File: src/rtl/isu_pkg.sv
package isu_pkg;

  typedef enum logic [2:0] {
    OP_ADD  = 3'd0,
    OP_ADDC = 3'd1,
    OP_AND  = 3'd2,
    OP_OR   = 3'd3,
    OP_XOR  = 3'd4,
    OP_NOT  = 3'd5
  } opCode_e;

  typedef enum logic [2:0] {
    RES_SUM,
    RES_AND,
    RES_OR,
    RES_XOR,
    RES_NOT,
    RES_ZERO
  } resSel_e;

  typedef struct packed {
    logic    writeCarry;
    logic    writeOverflow;
    logic    writeRecord;
    logic    isArith;
    logic    useCarryIn;
    resSel_e resSel;
  } strobe_t;

endpackage

File: src/rtl/isu_control.sv
module isu_control
  import isu_pkg::*;
(
  input  logic       opValid,
  input  logic [2:0] opSel,
  input  logic       carryEn,
  input  logic       ovEn,
  input  logic       recordEn,
  output strobe_t    strobe
);

  always_comb begin
    strobe               = '0;
    strobe.resSel        = RES_ZERO;
    strobe.writeCarry    = opValid && carryEn;
    strobe.writeOverflow = opValid && ovEn;
    strobe.writeRecord   = opValid && recordEn;
    unique case (opSel)
      OP_ADD: begin
        strobe.isArith = 1'b1;
        strobe.resSel  = RES_SUM;
      end
      OP_ADDC: begin
        strobe.isArith    = 1'b1;
        strobe.useCarryIn = 1'b1;
        strobe.resSel     = RES_SUM;
      end
      OP_AND:  strobe.resSel = RES_AND;
      OP_OR:   strobe.resSel = RES_OR;
      OP_XOR:  strobe.resSel = RES_XOR;
      OP_NOT:  strobe.resSel = RES_NOT;
      default: strobe.resSel = RES_ZERO;
    endcase
  end

endmodule

File: src/rtl/isu_datapath.sv
module isu_datapath
  import isu_pkg::*;
#(
  parameter int W        = 32,
  parameter int FIELD_W  = 4,
  parameter int REC_FIELD = 0
) (
  input  logic         clk,
  input  logic         rst,
  input  strobe_t      strobe,
  input  logic [W-1:0] srcA,
  input  logic [W-1:0] srcB,
  output logic [W-1:0] result,
  output logic [W-1:0] xerOut,
  output logic [W-1:0] crOut
);

  localparam int SO_POS    = W - 1;
  localparam int OV_POS    = W - 2;
  localparam int CA_POS    = W - 3;
  localparam int N_FIELDS  = W / FIELD_W;

  logic         soQ, ovQ, caQ;
  logic [W-1:0] crQ;

  // widened sums: zero-extended for carry, sign-extended for overflow
  logic         carryIn;
  logic [W:0]   unsignedSum;
  logic [W:0]   signedSum;
  logic         carryOut;
  logic         overflow;

  assign carryIn     = strobe.useCarryIn & caQ;
  assign unsignedSum = {1'b0, srcA} + {1'b0, srcB} + {{W{1'b0}}, carryIn};
  assign signedSum   = {srcA[W-1], srcA} + {srcB[W-1], srcB} + {{W{1'b0}}, carryIn};
  assign carryOut    = strobe.isArith & unsignedSum[W];
  assign overflow    = strobe.isArith & (signedSum[W] ^ signedSum[W-1]);

  always_comb begin
    unique case (strobe.resSel)
      RES_SUM: result = unsignedSum[W-1:0];
      RES_AND: result = srcA & srcB;
      RES_OR:  result = srcA | srcB;
      RES_XOR: result = srcA ^ srcB;
      RES_NOT: result = ~srcA;
      default: result = '0;
    endcase
  end

  // next flag values
  logic soNext, ovNext, caNext;

  always_comb begin
    soNext = soQ;
    ovNext = ovQ;
    caNext = caQ;
    if (strobe.writeOverflow) begin
      ovNext = overflow;
      soNext = soQ | overflow;
    end
    if (strobe.writeCarry) caNext = carryOut;
  end

  // compare field: LT, GT, EQ, SO from the most significant bit down
  logic [FIELD_W-1:0] recField;
  logic               isNeg, isZero;

  assign isNeg    = result[W-1];
  assign isZero   = (result == '0);
  assign recField = {isNeg, !isNeg && !isZero, isZero, soNext};

  logic [W-1:0] crNext;

  for (genvar f = 0; f < N_FIELDS; f++) begin : g_field
    localparam int HI = W - 1 - f * FIELD_W;
    if (f == REC_FIELD) begin : g_rec
      assign crNext[HI -: FIELD_W] = strobe.writeRecord ? recField : crQ[HI -: FIELD_W];
    end else begin : g_keep
      assign crNext[HI -: FIELD_W] = crQ[HI -: FIELD_W];
    end
  end

  always_ff @(posedge clk) begin
    if (rst) begin
      soQ <= 1'b0;
      ovQ <= 1'b0;
      caQ <= 1'b0;
      crQ <= '0;
    end else begin
      soQ <= soNext;
      ovQ <= ovNext;
      caQ <= caNext;
      crQ <= crNext;
    end
  end

  always_comb begin
    xerOut         = '0;
    xerOut[SO_POS] = soQ;
    xerOut[OV_POS] = ovQ;
    xerOut[CA_POS] = caQ;
  end

  assign crOut = crQ;

endmodule

File: src/rtl/int_status_unit.sv
module int_status_unit
  import isu_pkg::*;
#(
  parameter int W = 32
) (
  input  logic         clk,
  input  logic         rst,
  input  logic         opValid,
  input  logic [2:0]   opSel,
  input  logic [W-1:0] srcA,
  input  logic [W-1:0] srcB,
  input  logic         carryEn,
  input  logic         ovEn,
  input  logic         recordEn,
  output logic [W-1:0] result,
  output logic [W-1:0] xerOut,
  output logic [W-1:0] crOut
);

  strobe_t strobe;

  isu_control u_ctrl (
    .opValid  (opValid),
    .opSel    (opSel),
    .carryEn  (carryEn),
    .ovEn     (ovEn),
    .recordEn (recordEn),
    .strobe   (strobe)
  );

  isu_datapath #(.W(W)) u_dp (
    .clk    (clk),
    .rst    (rst),
    .strobe (strobe),
    .srcA   (srcA),
    .srcB   (srcB),
    .result (result),
    .xerOut (xerOut),
    .crOut  (crOut)
  );

endmodule

File: config.mk
export PLATFORM = sky130hd
export DESIGN_NAME = int_status_unit
export DESIGN_NICKNAME = d
export VERILOG_FILES = /design/src/rtl/isu_pkg.sv /design/src/rtl/isu_control.sv /design/src/rtl/isu_datapath.sv /design/src/rtl/int_status_unit.sv
export SDC_FILE = /design/constraint.sdc
export NUM_CORES = 1
export LEC_CHECK = 0
export ABC_CLOCK_PERIOD_IN_PS = 9400
export BUFFER_PORTS_ARGS = -buffer_cell sky130_fd_sc_hd__buf_2
export CAP_MARGIN = 10
export CORE_MARGIN = 2
export CORE_UTILIZATION = 48
export CTS_CLUSTER_DIAMETER = 40
export DETAILED_ROUTE_END_ITERATION = 10
export HOLD_SLACK_MARGIN = 0.05
export PLACE_DENSITY = 0.87
export SETUP_SLACK_MARGIN = 0.02
export SYNTH_ARGS = -nofsm -noshare
export SYNTH_HDL_FRONTEND = slang
export SYNTH_HIERARCHICAL = 1
export SYNTH_SLANG_ARGS = --single-unit
File: constraint.sdc
create_clock -name clk -period 9.4 [get_ports clk]
set_clock_uncertainty 0.2 [all_clocks]
set_input_delay 0 -clock clk [delete_from_list [all_inputs] [get_ports clk]]
set_output_delay 0 -clock clk [all_outputs]
set_load 0.005 [all_outputs]
==> metrics.md, run 1 <==
| Metric | Value |
|---|---|
| Status | `finished, final reports clean` |
| FFs w/ async S/R, synth | `0%` |
| Total power | `0.399 mW` |
| Clock Root Buffer | `clkbuf_8` |
| Die height | `102 um` |
| Initial Util | `49.8%` |
| Setup repair after global routing missed its margin | `false` |
| Overall routed net length | `13.6 mm` |
| Die width | `102 um` |
| Fin Hold WS | `0.0907 ns` |
| Grt met2 use | `42.5%` |
| Crit Path Class | `input pin to flop` |
| GRT met3 Usage | `4.31%` |
| Final core utilization | `a little under three fifths` |
| Leakage | `2.79 nW` |
| Worst hold path type | `input pin to flop` |
| Post-CTS setup buffers | `0` |
| PwrDens | `just under 80 nW/um^2` |
| Setup TNS | `0 ns` |
| Synth cell types | `72` |
| Pin slew with the least headroom to its limit | `0.989 ns` |
| WL per Instance | `15.0 um` |
| Peak Freq | `206 MHz` |
| Post-synth top area cell | `ha_1` |
| Via count | `just over 5k` |
| IO Count | `169` |
| Hpwl dp | `10.7 mm` |
| IO Port Bufs | `111` |
| Placer Congestion | `1.06` |
| GR peak layer | `met2` |
| CTS Buf Count | `3` |
| Post-synth EDFFs | `0` |
| Setup-failing EPs final | `0` |
| Vias in the first global route | `4515` |
| Clk buf depth | `2` |
| Yosys top cell area share | `around 17%` |
| Mapped Area | `4650 sq um` |
| Largest net degree at the start of global routing | `60` |
| YS warnings | `6` |
| GR Util All Layers | `24.4%` |
| Clock sinks | `7` |
| Max cap viols | `0` |
| Area Growth Syn to Fin | `10.7%` |
| Startpoint Class | `input pin` |
| WP data arrival | `about 4.8 ns` |
| Setup crit end kind | `flop` |
| Drt initial violations | `565` |
| Critical path peak fanout | `6` |
| NumNets Final | `918` |
| Worst slew margin | `33.8%` |
| GRT overflow | `0` |
| Core outline area | `9330 sq um` |
| Worst path required time | `9.38 ns` |
| ANT cells | `0` |
| Initial antenna violation count | `0` |
| DRC errors left | `0` |
| Via/cell ratio | `about 5.7` |
| Synth top cells by count | `inv_1, buf_4, ha_1` |
| Max VDD drop | `0.0000500 V` |
| Met1 usage | `31.1%` |
| First-pass GRT wire length | `21.2 mm` |
| Fin. max-slew vios | `0` |
| Count leader, synth | `inv_1` |
| Register area share after synthesis | `3.02%` |
| Routed Antenna Nets | `0` |
| Final Cycle Share | `51.6%` |
| Synth top area cells | `ha_1, buf_4, inv_1` |
| CTS tree | `done` |
| Total die area | `10500 sq um` |
| Post-synthesis register bit count | `7` |
| Post-Layout Inst Area | `5140 sq um` |
| Area after DPL | `5000 sq um` |
| H-tree Lvls | `1` |
| Share of layout cells above drive strength 1 | `17.5%` |
| Commonest register cell after synthesis | `dfxtp_1` |
| Final hold vios | `0` |
| Synthesized area per cell | `6.71 sq um` |
| Cells after synthesis | `between 600 and 700` |
| Latest clock arrival within the worst-skew pair | `0.23 ns` |
| FP Rows | `35` |
| Final critical-path required period | `slightly below 5 ns` |
| Drt pass-1 iters | `5` |
| CTS clk-pin slew, worst paths | `about 0.04 ns` |
power breakdown:
part | switching, mW | leakage, nW | internal [mW]
Combinational | 0.194 | 2.71 | 0.130
Sequential | 0.000767 | 0.0570 | 0.0310
Clock | 0.0148 | 0.0255 | 0.0288
Total | 0.210 | 2.79 | 0.190
metrics by stage:
step / std cells / setup WS, ns
floorplan: 748 / 5.80
global placement: 894 / 5.47
detailed placement: 894 / 5.44
CTS: 907 / 4.82
global route: 907 / 4.26
finish: 907 / 4.55
state kept, by name, indices dropped and copies added (netlist names):
| signal | cells |
|---|---|
| u_dp/ovQ | 1 |
| u_dp/crOut | 4 |
| u_dp/caQ | 1 |
| u_dp/soQ | 1 |
final timing paths:
path	slack, ns	depth (start not counted)	startpoint	endpoint
worst max-delay path	4.55	18	opSel[2]	u_dp/caQ
worst min-delay path	0.09	3	opValid	u_dp/crOut[28]
worst max register to register	4.85	15	u_dp/caQ	u_dp/caQ
worst min register to register	0.30	2	u_dp/soQ	u_dp/soQ
timing repair:
item,CTS,global route
hold buffers,9,0
gates resized for setup,0,0
hold endpoints to repair,7,0
placed cells by master (no fill, tap or decap), drive strengths merged, types with 7 or more instances in the layout:
cell type	count
a21o	22
a22oi	23
a211oi	8
dfxtp	7
buf	115
ha	64
xnor2	14
inv	95
a21oi	38
nor2	39
conb	57
nand3	9
nand4	13
dlygate4sd3	9
nand2	40
nor3	8
o21ai	48
a31o	9
mux2i	18
or3	12
a31oi	10
nand2b	13
o22ai	20
kinds of logic after synthesis:
logic type,after synthesis,share of synthesized area (%)
AO/OA/AOI/OAI,219,31.6
buffers and inverters,193,20.9
AND/OR/NAND/NOR,167,18.4
adder cells (fa/ha/maj),67,18.3
XOR/XNOR,19,3.58
multiplexers,19,4.12
flip-flops,7,3.02
other,1,0.0807
layer usage:
| metal | vias to the layer above | part of all wire (%) |
|---|---|---|
| li1 | 2499 | - |
| met1 | 2338 | 40 |
| met2 | 281 | 47 |
| met3 | 37 | 10 |
| met4 | 0 | 2.8 |
| met5 | - | 0 |
worst max-delay path, stage by stage:
cell and delay [ns]:
dlygate4sd3_1 0.53, buf_2 0.15, nor3_1 0.17, nand2_1 0.12, fa_1 0.39, inv_1 0.08, fa_1 0.19, a21o_1 0.18
a221o_1 0.27, a22oi_2 0.13, a2111oi_0 0.74, a211oi_1 0.20, o21bai_1 0.19, a21o_1 0.18, nand3_1 0.08, dlygate4sd3_1 0.55
a21oi_1 0.13, dlygate4sd3_1 0.55
cell type report:
type                       count  area [sq um]
fill                         934          4190
sequential                     7           140
clock inverter                 1          5.00
inverter                      95           357
clock buffer                   3          41.3
multi-input combinational    548          3760
tap                          129           161
timing repair buffer         124           676
No activity file was read; power rests on OpenSTA's default activity.
==> run 2, diff against run 1 <==
Settings changed: ABC_AREA from default to 1, ABC_CLOCK_PERIOD_IN_PS 9400 to 4500, PLACE_DENSITY 0.87 to 0.86.
Clock period 9.4 ns to 4.5 ns, I/O delays scaled along.
==> run 2 against run 1 <==
  * Combinational power is 110% higher
  * Final area grew 9.7%
  * Sequential cell count unchanged
  * Non-clock buffer count fell by 2
  * Routed wire length rose by 15%
  * Worst hold slack better by 0.12 ns
  * Cell count rose by 33%
  * Total power rose by 110%
  * Clock power rose by 110%
  * Die area is 9.2% higher
  * Via count rose by 18%
==> metrics.md, run 2 <==
| Metric | Value |
|---|---|
| Latest clock arrival within the worst-skew pair | `~0.23 ns` |
| Worst path required time | `4.48 ns` |
| WL per Instance | `~13 um` |
| Final hold vios | `0` |
| Most common cell after layout, fill and taps aside | `nand2_1` |
| FP Rows | `37` |
| Synth top cells by count | `nand2_1, inv_1, nor2_1` |
| Area Growth Syn to Fin | `10.8%` |
| IO Count | `approximately 170` |
| ANT cells | `0` |
| Pre-CTS WS | `1.58 ns` |
| Post-CTS setup buffers | `0` |
| Total die area | `approximately 11000 sq um` |
| Critical path peak fanout | `5` |
| Final critical-path required period | `roughly 3.6 ns` |
| FFs w/ async S/R, synth | `0%` |
| Fin. max-slew vios | `0` |
| Clock sinks | `7` |
| Die height | `107 um` |
| Via count | `6091` |
| Vias in the first global route | `approximately 5.3k` |
| Max reg flops | `4` |
| Startpoint Class | `input pin` |
| Fill count | `between 1k and 1.5k` |
| Count leader, synth | `nand2_1` |
| PwrDens | `147 nW/um^2` |
| Setup-failing EPs final | `0` |
| GRT overflow | `0` |
| GR Util All Layers | `between 20% and 30%` |
| Overall routed net length | `15.7 mm` |
| Clk buf depth | `2` |
| Cells after synthesis | `~960` |
| Die width | `107 um` |
| Synth cell types | `34` |
| CTS clk-pin slew, worst paths | `0.04 ns` |
| Post-synthesis register bit count | `7` |
| Worst hold path type | `input pin to flop` |
| Min-Delay Path Depth | `9` |
| NumNets Final | `1212` |
| Status | `finished, final reports clean` |
| Initial Util | `49.3%` |
| H-tree Lvls | `1` |
| Setup TNS | `0 ns` |
| Mapped Area | `5090 sq um` |
| Register area share after synthesis | `under 10%` |
| Initial antenna violation count | `0` |
| Share of layout cells above drive strength 1 | `14.6%` |
| Fin Hold WS | `0.216 ns` |
| Hold_buf cts | `10` |
| DRC errors left | `0` |
| Largest net degree at the start of global routing | `33` |
| Drt initial violations | `492` |
| Drt pass-1 iters | `6` |
| Pin slew with the least headroom to its limit | `0.693 ns` |
| Synth top area cells | `nand2_1, inv_1, ha_1` |
| Finished Layout Cells | `about 1.2k` |
| Setup ws final | `~0.90 ns` |
| CTS tree | `done` |
| Post-synth top area cell | `nand2_1` |
| Post-cts gate resize count | `0` |
| Post-Place Cells | `1194` |
| Setup crit end kind | `flop` |
| Routed Antenna Nets | `0` |
| CTS Buf Count | `3` |
| Most frequent cells in the layout | `nand2_1, inv_1, buf_2` |
| Placer Congestion | `between 0.9 and 1` |
| Hpwl dp | `13.1 mm` |
| Worst slew margin | `53.7%` |
| Max cap viols | `0` |
| Via/cell ratio | `about 5.0` |
| Max VDD drop | `between 0.00009 and 0.0001 V` |
| Total power | `0.832 mW` |
| Commonest register cell after synthesis | `dfxtp_1` |
| Clock Root Buffer | `clkbuf_8` |
| Final Cycle Share | `between 80% and 90%` |
| Worst R2R Setup Slack | `1.21 ns` |
| Yosys top cell area share | `a little over a fifth` |
| Reg2Reg Depth | `17` |
| Core outline area | `10300 sq um` |
| IO Port Bufs | `111` |
| Crit Path Class | `input pin to flop` |
| Setup repair after global routing missed its margin | `false` |
| Synthesized area per cell | `between 5 and 6 sq um` |
| WP data arrival | `3.58 ns` |
| Peak Freq | `278 MHz` |
| Leakage | `3.70 nW` |
| First-pass GRT wire length | `24.9 mm` |
| YS warnings | `6` |
| Post-synth EDFFs | `0` |
==> run 2: cell count changes after synthesis, moves of 28 or more <==
| cell | before | now |
|---|---|---|
| clkbuf_1 | 28 | 0 |
| inv_1 | 94 | 215 |
| nand2_1 | 40 | 295 |
| nand3_1 | 9 | 65 |
| nor2_1 | 39 | 82 |
| o21ai_0 | 45 | 7 |
==> run 2: through the flow <==
stage               instance area (sq um)  utilization, %
finish                               5640            54.6
global route                         5640            54.6
CTS                                  5640            54.6
detailed placement                   5490            53.2
global placement                     5490            53.2
floorplan                            5300               -
==> run 2: final timing paths <==
kind	start	endpoint
max	opSel[2]	u_dp/ovQ
min	srcA[31]	u_dp/crOut[29]
max reg2reg	u_dp/caQ	u_dp/ovQ
min reg2reg	u_dp/caQ	u_dp/caQ
==> run 2: final cells by class <==
cell class                      instances  area, sq um  share of cell area (%)
Inverter                              221          830                    14.7
Multi-Input combinational cell        718         3790                    67.2
Timing Repair Buffer                  122          663                    11.8
Sequential cell                         7          140                    2.49
Clock buffer                            4         45.0                   0.799
Tap cell                              136          170                    3.02
==> run 2: metal layers <==
layer	up-vias	share of wire (%)	track usage, %
met5	-	0	0
met4	0	0.90	4.64
met3	19	8.6	1.95
met2	262	45	45.1
met1	2724	45	38.0
li1	3086	-	-
==> run 2: power by group <==
| part | internal (mW) | switching (mW) | total, mW | leakage [nW] |
|---|---|---|---|---|
| registers | 0.0650 | 0.00132 | 0.0663 | 0.0570 |
| clock network | 0.0616 | 0.0305 | 0.0921 | 0.0228 |
| logic | 0.237 | 0.436 | 0.673 | 3.62 |
==> run 2: kinds of logic after synthesis <==
| group | count (synthesis) | share of synthesized area (%) |
|---|---|---|
| simple gates | 498 | 41.6 |
| compound gates | 96 | 12.0 |
| xor+xnor | 1 | 0.172 |
| fa+ha+maj | 66 | 16.5 |
| other cells | 1 | 0.0737 |
| buf+inv | 294 | 26.9 |
| flops | 7 | 2.75 |
==> run 2: worst max-delay path, stage by stage <==
cell           delay, ns
dlygate4sd3_1       0.54
buf_2               0.15
nor3_1              0.20
nand2_1             0.11
fa_1                0.37
inv_1               0.13
fa_1                0.24
nand2_2             0.10
nand2_1             0.09
nand3_1             0.09
nand2_1             0.12
nand2_1             0.07
nand2_1             0.09
nand2_1             0.09
nand2_1             0.10
a21oi_1             0.11
xnor2_1             0.15
nand3_1             0.13
a21oi_1             0.15
dlygate4sd3_1       0.55
==> run 3, diff against run 2 <==
Settings changed: ABC_AREA 1 to 0, ABC_CLOCK_PERIOD_IN_PS 4500 to 3150, CORE_UTILIZATION 48 to 47, PLACE_DENSITY 0.86 to 0.88.
Clock period 4.5 ns to 3.15 ns, I/O delays scaled along.
==> run 3 against run 2 <==
  * The flow now finishes with violations (setup timing)
  * Combinational power increased by 120%
  * Largest power group unchanged
  * Final area is 20% higher
  * Worst hold slack got worse by 0.13 ns
  * Sequential power up 43%
  * Highest routed layer unchanged
  * Non-clock buffer count up 175
  * Clock-buffer cell count unchanged
  * Critical path type is now flop to flop
  * Worst setup slack got worse by 1.7 ns
  * Critical path depth decreased by 6
  * Sequential cell count is the same
  * Utilization increased by 15 points
  * Sequential share of layout area is 0.40 points lower
  * Cell count decreased by 10%
==> metrics.md, run 3 (synthesis results as in run 1) <==
| Metric | Value |
|---|---|
| Peak Freq | `255 MHz` |
| Drt pass-1 iters | `8` |
| GR Util All Layers | `between 30 and 40%` |
| Total power | `1.70 mW` |
| Placer Congestion | `1.15` |
| Setup-failing EPs final | `22` |
| Post-Layout Inst Area | `6770 sq um` |
| Critical Path Start | `u_dp/caQ` |
| NumNets Final | `1091` |
| Setup crit end kind | `flop` |
| Share of layout cells above drive strength 1 | `between 30 and 40%` |
| CTS Buf Count | `3` |
| GRT overflow | `0` |
| Area after DPL | `6250 sq um` |
| Worst setup endpoint | `u_dp/crOut[30]` |
| Critical path buffer and inverter count | `1` |
| Worst hold path type | `input pin to flop` |
| Pin slew with the least headroom to its limit | `~0.62 ns` |
| DRC errors left | `0` |
| Post-Place Cells | `around 1.1k` |
| CP max stage cell | `or4b_1` |
| Cell family with most CP delay | `simple AND/OR/NAND/NOR gates` |
| Max reg flops | `4` |
| Max VDD drop | `0.000145 V` |
| First-pass GRT wire length | `about 29 mm` |
| Worst reg2reg path endpoint | `u_dp/crOut[30]` |
| Clock share of power | `7.9%` |
| Clk buf depth | `2` |
| Status | `finished, violations left` |
| Critical path peak fanout | `4` |
| Finished Layout Cells | `~1.1k` |
| Total die area | `10700 sq um` |
| Area Growth Syn to Fin | `45.7%` |
| Switching Share | `about half` |
| Pre-CTS WS | `-0.790 ns` |
| Max cap viols | `0` |
| Leakage | `3.69 nW` |
| Crit path cell chain | `nand2_2 -> fa_2 -> inv_2 -> fa_2 -> a21o_1 -> a221o_2 -> xnor2_2 -> o21ai_1 -> nor2_1 -> nand4_1 -> or4b_1 -> or4_4 -> nor4_4 -> a31oi_1` |
| Most frequent cells in the layout | `buf_4, buf_2, inv_1` |
| Core outline area | `9680 sq um` |
| Final hold vios | `0` |
| Combinational share of power | `86.5%` |
| Worst r2r src | `u_dp/caQ` |
| Setup repair after global routing missed its margin | `true` |
| Die height | `103 um` |
| Worst R2R Setup Slack | `-0.77 ns` |
| Final critical-path required period | `3.92 ns` |
| Clock sinks | `7` |
| CTS tree | `done` |
| Failing checks | `setup timing` |
| IO Port Bufs | `111` |
| ANT cells | `0` |
| IO Count | `169` |
| PwrDens | `251 nW/um^2` |
| Setup ws final | `-0.768 ns` |
| Vias in the first global route | `6374` |
| Final core utilization | `69.9%` |
| Largest net degree at the start of global routing | `24` |
| Worst path required time | `slightly above 3 ns` |
| Initial Util | `48.0%` |
| Initial antenna violation count | `0` |
| Hpwl dp | `approximately 14 mm` |
| Routed Antenna Nets | `0` |
| WP data arrival | `3.82 ns` |
| Reg power frac | `5.6%` |
| Final Cycle Share | `124%` |
| Fin. max-slew vios | `0` |
| Cell-internal power | `0.856 mW` |
| Net Switching | `0.840 mW` |
| Overall routed net length | `~20 mm` |
| Startpoint Class | `flop` |
| Reg2Reg Depth | `14` |
| Latest clock arrival within the worst-skew pair | `0.23 ns` |
| CP peak stage delay | `0.51 ns` |
| H-tree Lvls | `1` |
| CTS clk-pin slew, worst paths | `0.05 ns` |
| Number of cells on the critical path | `14` |
| WL per Instance | `18.4 um` |
| Via/cell ratio | `just over 6` |
| Setup TNS | `-6.14 ns` |
| Via count | `6672` |
| Most common cell after layout, fill and taps aside | `buf_4` |
| FP Rows | `36` |
| Crit Path Class | `flop to flop` |
| CP dominant cell by count | `fa_2` |
| Worst slew margin | `58.6%` |
| Die width | `103 um` |
| Clock Root Buffer | `clkbuf_8` |
| Drt initial violations | `~860` |
| Fin Hold WS | `0.0905 ns` |
run 3: cell count changes in the layout (fill, tap and decap cells not counted), sizes merged, moves of 37 or more:
cell	previous run	this run
buf	112	290
inv	221	95
nand2	313	40
nand3	69	9
nor2	90	39
o21ai	11	48
run 3: worst min path at each step:
stage,cells past startpoint,endpoint,from,slack [ns]
finish,5,u_dp/caQ,opSel[1],0.09
global route,5,u_dp/caQ,opSel[1],0.11
CTS,5,u_dp/caQ,opSel[1],0.05
detailed placement,2,u_dp/ovQ,rst,0.08
global placement,2,u_dp/ovQ,rst,0.07
floorplan,1,result[2],srcA[2],-0.11
run 3: area by class of cell:
| cell class | instances | area, sq um |
|---|---|---|
| tap | 133 | 166 |
| multi-input combinational | 548 | 4030 |
| inverter | 95 | 357 |
| fill | 668 | 2910 |
| sequential | 7 | 141 |
| clock buffer | 4 | 45.0 |
| timing repair buffer | 297 | 2030 |
run 3: power by group through the flow:
stage	sequential, mW	clock (mW)	combinational, mW
after floorplan	0.0961	0	0.700
after global placement	0.0959	0	1.19
after detailed placement	0.0962	0	1.23
after CTS	0.0947	0.128	1.31
after global routing	0.0952	0.138	1.55
final	0.0949	0.133	1.47
run 3: timing repair:
action / CTS / global route
buffers inserted: 6 / 8
hold buffers: 7 / 0
gates resized for setup: 43 / 34
setup endpoints to repair: 22 / 23
pin swaps: 24 / 23
endpoints found under the hold margin: 7 / 0
run 3: layer usage:
| layer | GRT usage (%) | routed length, um | up-vias |
|---|---|---|---|
| met5 | 0 | 0 | - |
| met4 | 23.6 | 1710 | 0 |
| met3 | 7.80 | 2550 | 214 |
| met2 | 57.2 | 9070 | 687 |
| met1 | 37.5 | 6660 | 2912 |
| li1 | - | - | 2859 |
run 3: worst reg2reg max path, cell delays in order (launching register included):
cell	delay [ns]
dfxtp_2	0.32
nand2_2	0.06
fa_2	0.22
inv_2	0.04
fa_2	0.34
a21o_1	0.21
a221o_2	0.45
xnor2_2	0.16
o21ai_1	0.12
nor2_1	0.17
nand4_1	0.17
or4b_1	0.51
or4_4	0.45
nor4_4	0.26
a31oi_1	0.12
